### config.mk
export PLATFORM = sky130hd
export DESIGN_NAME = irq_entry_seq
export DESIGN_NICKNAME = d
export VERILOG_FILES = /design/src/rtl/irq_seq_pkg.sv /design/src/rtl/irq_phase_gen.sv /design/src/rtl/irq_entry_fsm.sv /design/src/rtl/irq_ret_stack.sv /design/src/rtl/irq_entry_seq.sv
export SDC_FILE = /design/constraint.sdc
export NUM_CORES = 1
export LEC_CHECK = 0
export BUFFER_PORTS_ARGS = -buffer_cell sky130_fd_sc_hd__buf_2
export CAP_MARGIN = 15
export CORE_MARGIN = 5
export CORE_UTILIZATION = 45
export CTS_CLUSTER_DIAMETER = 200
export DETAILED_ROUTE_END_ITERATION = 10
export PLACE_DENSITY = 0.65
export SETUP_SLACK_MARGIN = 0.3
export SYNTH_ARGS = -nofsm -noshare
export SYNTH_HDL_FRONTEND = slang
export SYNTH_SLANG_ARGS = --single-unit
### constraint.sdc
create_clock -name clk -period 3.2 [get_ports clk]
set_clock_uncertainty 0.15 [all_clocks]
set_input_delay 0.32 -clock clk [delete_from_list [all_inputs] [get_ports clk]]
set_output_delay 0.32 -clock clk [all_outputs]
set_load 0.02 [all_outputs]
### src/rtl/irq_seq_pkg.sv
package irq_seq_pkg;
  typedef enum logic [1:0] {
    SEQ_IDLE   = 2'd0,
    SEQ_CLEAR  = 2'd1,
    SEQ_VECTOR = 2'd2
  } seq_state_t;

  localparam int unsigned PHASES_PER_CYCLE = 4;
  localparam int unsigned SAMPLE_PHASE     = 1;
endpackage

### src/rtl/irq_phase_gen.sv
module irq_phase_gen #(
  parameter int unsigned PHASES    = 4,
  parameter int unsigned SAMPLE_PH = 1
) (
  input  logic clk,
  input  logic rst_n,
  output logic tick
);
  localparam int unsigned PW = (PHASES > 1) ? $clog2(PHASES) : 1;

  logic [PW-1:0] ph;

  always_ff @(posedge clk or negedge rst_n) begin
    if (!rst_n) begin
      ph <= '0;
    end else if (ph == PW'(PHASES - 1)) begin
      ph <= '0;
    end else begin
      ph <= ph + 1'b1;
    end
  end

  assign tick = (ph == PW'(SAMPLE_PH));
endmodule

### src/rtl/irq_entry_fsm.sv
module irq_entry_fsm
  import irq_seq_pkg::*;
(
  input  logic clk,
  input  logic rst_n,
  input  logic tick,
  input  logic irq_req,
  input  logic ret_strobe,
  input  logic gie_wr,
  input  logic gie_wdata,
  output logic gie,
  output logic busy,
  output logic gie_clr,
  output logic push,
  output logic pop
);
  seq_state_t state, state_nx;

  assign busy    = (state != SEQ_IDLE);
  assign gie_clr = tick && (state == SEQ_CLEAR);
  assign push    = tick && (state == SEQ_VECTOR);
  assign pop     = ret_strobe && !busy;

  always_comb begin
    state_nx = state;
    if (tick) begin
      unique case (state)
        SEQ_IDLE:   if (irq_req && gie) state_nx = SEQ_CLEAR;
        SEQ_CLEAR:  state_nx = SEQ_VECTOR;
        SEQ_VECTOR: state_nx = SEQ_IDLE;
        default:    state_nx = SEQ_IDLE;
      endcase
    end
  end

  always_ff @(posedge clk or negedge rst_n) begin
    if (!rst_n) begin
      state <= SEQ_IDLE;
      gie   <= 1'b0;
    end else begin
      state <= state_nx;
      if (gie_clr) begin
        gie <= 1'b0;
      end else if (pop) begin
        gie <= 1'b1;
      end else if (gie_wr && !busy) begin
        gie <= gie_wdata;
      end
    end
  end
endmodule

### src/rtl/irq_ret_stack.sv
module irq_ret_stack #(
  parameter int unsigned DEPTH = 8,
  parameter int unsigned W     = 13
) (
  input  logic                         clk,
  input  logic                         rst_n,
  input  logic                         push,
  input  logic                         pop,
  input  logic [W-1:0]                 push_data,
  output logic [W-1:0]                 top_data,
  output logic [$clog2(DEPTH+1)-1:0]   depth,
  output logic                         ovf,
  output logic                         unf
);
  localparam int unsigned SPW = (DEPTH > 1) ? $clog2(DEPTH) : 1;
  localparam int unsigned CW  = $clog2(DEPTH + 1);

  logic [W-1:0]   mem [DEPTH];
  logic [SPW-1:0] sp, sp_next, sp_prev;
  logic [CW-1:0]  cnt;

  assign sp_next  = (sp == SPW'(DEPTH - 1)) ? '0 : sp + 1'b1;
  assign sp_prev  = (sp == '0) ? SPW'(DEPTH - 1) : sp - 1'b1;
  assign top_data = (cnt == '0) ? '0 : mem[sp_prev];
  assign depth    = cnt;

  always_ff @(posedge clk) begin
    if (push) mem[sp] <= push_data;
  end

  always_ff @(posedge clk or negedge rst_n) begin
    if (!rst_n) begin
      sp  <= '0;
      cnt <= '0;
      ovf <= 1'b0;
      unf <= 1'b0;
    end else if (push) begin
      sp <= sp_next;
      if (cnt == CW'(DEPTH)) ovf <= 1'b1;
      else                   cnt <= cnt + 1'b1;
    end else if (pop) begin
      if (cnt == '0) begin
        unf <= 1'b1;
      end else begin
        sp  <= sp_prev;
        cnt <= cnt - 1'b1;
      end
    end
  end
endmodule

### src/rtl/irq_entry_seq.sv
module irq_entry_seq
  import irq_seq_pkg::*;
#(
  parameter int unsigned PC_W      = 13,
  parameter int unsigned DEPTH     = 8,
  parameter logic [12:0] VECTOR_PC = 13'h0004
) (
  input  logic                       clk,
  input  logic                       rst_n,
  input  logic                       irq_req,
  input  logic [PC_W-1:0]            pc_in,
  input  logic                       ret_strobe,
  input  logic                       gie_wr,
  input  logic                       gie_wdata,
  output logic [PC_W-1:0]            pc_out,
  output logic                       pc_load,
  output logic                       gie,
  output logic [$clog2(DEPTH+1)-1:0] stk_depth,
  output logic                       stk_ovf,
  output logic                       stk_unf
);
  logic           tick;
  logic           seq_busy, seq_clr, seq_push, seq_pop;
  logic [PC_W-1:0] stk_top;

  irq_phase_gen #(
    .PHASES   (PHASES_PER_CYCLE),
    .SAMPLE_PH(SAMPLE_PHASE)
  ) u_phase (
    .clk (clk),
    .rst_n(rst_n),
    .tick(tick)
  );

  irq_entry_fsm u_fsm (
    .clk       (clk),
    .rst_n     (rst_n),
    .tick      (tick),
    .irq_req   (irq_req),
    .ret_strobe(ret_strobe),
    .gie_wr    (gie_wr),
    .gie_wdata (gie_wdata),
    .gie       (gie),
    .busy      (seq_busy),
    .gie_clr   (seq_clr),
    .push      (seq_push),
    .pop       (seq_pop)
  );

  irq_ret_stack #(
    .DEPTH(DEPTH),
    .W    (PC_W)
  ) u_stack (
    .clk      (clk),
    .rst_n    (rst_n),
    .push     (seq_push),
    .pop      (seq_pop),
    .push_data(pc_in),
    .top_data (stk_top),
    .depth    (stk_depth),
    .ovf      (stk_ovf),
    .unf      (stk_unf)
  );

  always_ff @(posedge clk or negedge rst_n) begin
    if (!rst_n) begin
      pc_out  <= '0;
      pc_load <= 1'b0;
    end else if (seq_push) begin
      pc_out  <= PC_W'(VECTOR_PC);
      pc_load <= 1'b1;
    end else if (seq_pop) begin
      pc_out  <= stk_top;
      pc_load <= 1'b1;
    end else begin
      pc_load <= 1'b0;
    end
  end
endmodule

* Word-level counts from Yosys, hierarchy flattened *
Memory sizes are Yosys's and may differ from the RTL's.
Index checks and enable logic that the tools add are counted.

storage, ports and cells
  register bits after elaboration = 28
  bits in writable memories = 104
  bits of input ports = 19
  output and inout bits = 21
  logic and storage cells = 64
  memories kept = 1

operators by class
  $add $sub $neg = 5
  equal/unequal tests = 9
  muxes and demuxes = 22
  bitwise logic cells = 1
  reductions and logical operators = 17

memories
  name         words  width  rd ports  clocked after memory_dff  wr ports  line                 text
  u_stack.mem  8      13     1         0                         1         irq_ret_stack.sv:18  logic [W-1:0] mem [DEPTH];

operators with widths
  operator               count
  $mux W13               3
  $mux W4                4
  $mux W3                5
  $mux W1                7
  $reduce_and A2 Y1      3
  $reduce_and A3 Y1      2
  $logic_and A1 B1 Y1    5
  $add A4 B1 Y4 const B  1
  $eq A2 B1 Y1 const B   2
  $eq A2 B2 Y1 const B   2
  $eq A4 B4 Y1 const B   1
  $logic_not A4 Y1       1
  $mux W2                2
  $ne A2 B2 Y1 const B   2
  $pmux W2 S2            1
  $reduce_bool A2 Y1     2
  $sub A4 B1 Y4 const B  1
  $add A3 B1 Y3 const B  1
  $eq A3 B3 Y1 const B   1
  $logic_not A3 Y1       1
  $reduce_bool A3 Y1     1
  $sub A3 B1 Y3 const B  1
  $add A2 B1 Y2 const B  1
  $logic_not A2 Y1       1
  other kinds (3)        3

* Logic depth before layout (Yosys ltp) *
  word-level depth = 6
  gate-level depth with buffers = 9
  gate-level depth less buffers = 8

* Cells and area by module *
From an unflattened synthesis, not the netlist that was laid out.

second synthesis, totals
  cells, all modules = 312
  area total of the unflattened synthesis = 5541.6 um^2

by module, submodules not included
  module         instances  cells each  area an instance (um^2)
  irq_ret_stack  1          242         4718.3
  irq_entry_seq  1          44          573.0
  irq_entry_fsm  1          19          163.9
  irq_phase_gen  1          7           86.3

* Worst setup path before layout *
No wires, ideal clock.

  path type = reg-to-reg
  start point = register u_phase.ph[1]
  end point = memory u_stack.mem[0][0], enable pin
  arrival = 2.315 ns
  path slack = 0.318 ns
  cell stages (with the launch flop) = 7
  path buffers = 1
  clock period less this slack = 2.882 ns
  cell sequence = dfrtp_1 -> inv_1 -> ha_1 -> and3b_1 -> buf_2 -> inv_2 -> nor4_1

on the way
  word-level cells in the longest chain between the ends = 4

RTL lines
  item                           line                 text
  from (decl)                    irq_phase_gen.sv:11  logic [PW-1:0] ph;
  from (signal assigned)         irq_phase_gen.sv:19  ph <= ph + 1'b1;
  $eq A2 B1 Y1                   irq_phase_gen.sv:23  assign tick = (ph == PW'(SAMPLE_PH));
  $logic_and A1 B1 Y1            irq_entry_fsm.sv:21  assign push = tick && (state == SEQ_VECTOR);
  $mux W1                        irq_ret_stack.sv:28  if (push) mem[sp] <= push_data;
  $mux W1 (not written as such)  irq_ret_stack.sv:28
  to (decl)                      irq_ret_stack.sv:18

No other way between the ends.

* Final worst setup path *
  start point = register u_phase.ph[1]
  end point = memory u_stack.mem[5][3], enable pin

The elaborated chain is that of the path after synthesis.

==> out/summary.txt <==
Die area -> 14,000 um^2
FF-to-FF setup slack -> 0.52 ns
PortBufs -> 39
Global placer's final weighted congestion -> 0.782
Slew margin rel. -> 0.500
FFs w/ async S/R, synth -> 0.212
Met3 Routed Length -> 620 um
Number of global-route vias before repair -> 3,065
Highest metal used -> met4
Clk pwr share -> 0.306
Number of antenna diodes -> 0
TNS Setup -> 0 ns
Met2 routed WL -> 5200 um
CTS Buffer Depth -> 2
First-pass GRT wire length -> 17,300 um
Crit. End Element -> register
Drt total wl -> 10,700 um
Layout fillers -> 897
# setup viols final -> 0
Leak -> 2.34 nW
Sinks on Clock Net -> 132
Max-Cap Viols -> 0
Initial antenna violation count -> 0
Combinational share of power -> 0.345
CP Class -> reg -> reg
Internal Power -> 4.24 mW
Vias -> 2,924
Worst-Skew Late Latency -> 0.42 ns
DP Worst Slack -> 0.535 ns
Net switching power -> 2.12 mW
Max incr delay on CP -> 0.65 ns
Syn. warnings -> 0
# IOs -> 40
Peak Freq -> 374 MHz
Avg WL per Cell -> 20.2 um
Chip width -> 118 um
Pin count of the biggest net entering global routing -> 31
Worst EP required -> 3.17 ns
CP top delay family -> simple AND/OR/NAND/NOR gates
Share of layout cells above drive strength 1 -> 0.327
Grt total ovfl -> 0
Tcrit/Tclk final -> 0.836
Critical path peak fanout -> 11
Register area share after synthesis -> 0.724
Setup repair after global routing missed its margin -> false
CTS tree -> done
DRC -> 0
Flops & latches, synth -> 132
Syn Inst Count -> 311
Initial core utilization -> 0.460
Worst hold margin -> 0.0236 ns
Main flop type after synthesis -> edfxtp_1
Status -> complete, no violations
CP bufs+invs -> 3
Final #Nets -> 403
Total track usage -> 0.163
Tightest Pin Transition -> 0.746 ns
Data arrival, critical path -> 2.64 ns
Slew Limit Fails -> 0
DR iter-0 viols -> 208
Met1 Wirelength -> 4800 um
Sw Share -> 0.333
DIE HEIGHT -> 118 um
Resized Gates After CTS -> 0
Synth-to-Final Area Change -> 20.0%
Placed Instance Area -> 5720 um^2
Fin area -> 6330 um^2
Fin. Hold Viols -> 0
Layout Utilization -> 0.552
Post-DRT Antenna Nets -> 0
Worst VDD drop -> 0.466 mV
Row cnt -> 39
Syn Std Cell Area -> 5280 um^2
HP Class -> in -> reg
CP Cell Sequence -> inv_1 > ha_1 > and3b_1 > inv_2 > nor3_2 > buf_4
Slowest CP cell -> nor3_2
Crit path launch type -> register
Syn Nets -> 339
Clk pin slew, worst setup/hold paths -> 0.05 ns
Root Buffer -> clkbuf_16
Pre-antenna DRT Iters -> 4
CORE AREA -> 11,500 um^2
DR vias/cell -> 5.51
Setup ws final -> 0.525 ns
Syn avg cell area -> 17.0 um^2
Power Dens Cells -> 1000 nW/um^2
# H-tree levels -> 4
Final min period -> 2.68 ns
Number of distinct library cells after synthesis -> 36
Post-synth EDFFs -> 104
HPWL after detailed placement -> 6590 um
Cts bufs inserted -> 17
Sequential Power Share -> 0.349
[cells by family (layout without fill, tap and decap cells)]
kind of cell / after synthesis / count (layout) / synth area share
xor+xnor: 2 / 2 / 0.00332
mux: 42 / 42 / 0.121
fa+ha+maj: 9 / 9 / 0.0227
simple gates: 63 / 63 / 0.0531
compound gates: 41 / 41 / 0.0533
buf+inv: 22 / 99 / 0.0220
flops: 132 / 132 / 0.724
[Yosys cell counts, types with 2 or more instances]
| cell | count | share of area |
|---|---|---|
| edfxtp_1 | 104 | 0.59 |
| dfrtp_1 | 28 | 0.13 |
| nand2_1 | 24 | 0.017 |
| nor2_1 | 22 | 0.016 |
| mux2_2 | 19 | 0.041 |
| mux4_2 | 15 | 0.064 |
| o31ai_1 | 14 | 0.020 |
| o22ai_1 | 12 | 0.014 |
| inv_1 | 9 | 0.0064 |
| ha_1 | 8 | 0.019 |
| mux2_1 | 7 | 0.015 |
| buf_2 | 6 | 0.0057 |
| nor3_1 | 5 | 0.0047 |
| o21ai_0 | 5 | 0.0047 |
| a21oi_1 | 4 | 0.0038 |
| buf_6 | 3 | 0.0064 |
| inv_2 | 3 | 0.0021 |
| and3_1 | 2 | 0.0024 |
| nand3_1 | 2 | 0.0019 |
| nor2b_1 | 2 | 0.0024 |
| xor2_1 | 2 | 0.0033 |
[path summary, 6_finish.rpt]
path | startpoint | end | cells after the start
max | u_phase.ph[1]$_DFF_PN0_ | u_stack.mem[5][3]$_DFFE_PP_ | 6
max reg2reg | u_phase.ph[1]$_DFF_PN0_ | u_stack.mem[5][3]$_DFFE_PP_ | 6
min in group asynchronous | rst_n | u_stack.ovf$_DFFE_PN0P_ | 2
min | pc_in[3] | u_stack.mem[3][3]$_DFFE_PP_ | 1
max in group asynchronous | rst_n | pc_out[10]$_DFFE_PN0P_ | 2
min reg2reg | u_stack.ovf$_DFFE_PN0P_ | u_stack.ovf$_DFFE_PN0P_ | 1
[flip-flops by register name (all words and copies together), names as in the netlist]
signal	cells
pc_out	13
u_stack.unf	1
u_phase.ph	2
u_stack.ovf	1
pc_load	1
u_stack.mem	104
u_fsm.gie	1
u_stack.depth	4
u_stack.sp	3
u_fsm.state	2
[power groups by stage]
| stage | registers [mW] | logic (mW) | clock network [mW] |
|---|---|---|---|
| 3_5_place_dp | 2.25 | 2.21 | 0 |
| 6_report | 2.21 | 2.19 | 1.95 |
| 2_1_floorplan | 2.37 | 1.48 | 0 |
| 3_3_place_gp | 2.24 | 2.18 | 0 |
| 4_1_cts | 2.22 | 2.21 | 1.99 |
| 5_1_grt | 2.24 | 2.39 | 2.07 |
[cell usage in the layout, fill, tap and decap left out, types with 2 or more instances in the layout]
master       n
nor3_2       4
inv_2        3
mux2_1       7
dfrtp_1     28
clkinv_1     4
bufinv_16    3
and3_1       2
nor2_1      22
nand2_1     24
buf_4       15
o22ai_1     12
clkinv_2     2
clkbuf_8     3
clkbuf_16   17
nor2b_1      2
o31ai_1     14
xor2_1       2
a21oi_1      4
mux4_2      15
mux2_2      19
nand3_1      2
o21ai_0      5
inv_1        9
edfxtp_1   104
buf_2       39
ha_1         8
[area by class of cell]
type,instances,area [um^2],share of cell area
clock buffer,21,470,0.0743
clock inverter,11,131,0.0207
inverter,12,45.0,0.00711
multi-input combinational,157,1370,0.216
sequential,132,3820,0.604
tap,143,179,0.0282
timing repair buffer,55,318,0.0502
[routing by layer]
metal / GRT usage / vias up
met5: 0 / -
li1: - / 1333
met4: 0.0581 / 0
met2: 0.251 / 81
met1: 0.220 / 1497
met3: 0.0511 / 13
[what timing repair did]
item,CTS,global route
hold endpoints to repair,28,0
hold buffers,1,0
setup buffers,0,0
[stage by stage]
| stage | cells | power [mW] |
|---|---|---|
| after floorplan | 311 | 3.85 |
| after global placement | 498 | 4.42 |
| after detailed placement | 498 | 4.46 |
| after CTS | 531 | 6.42 |
| after global routing | 531 | 6.70 |
| final | 531 | 6.35 |
Note: power is estimated with default switching activity, not from simulation.
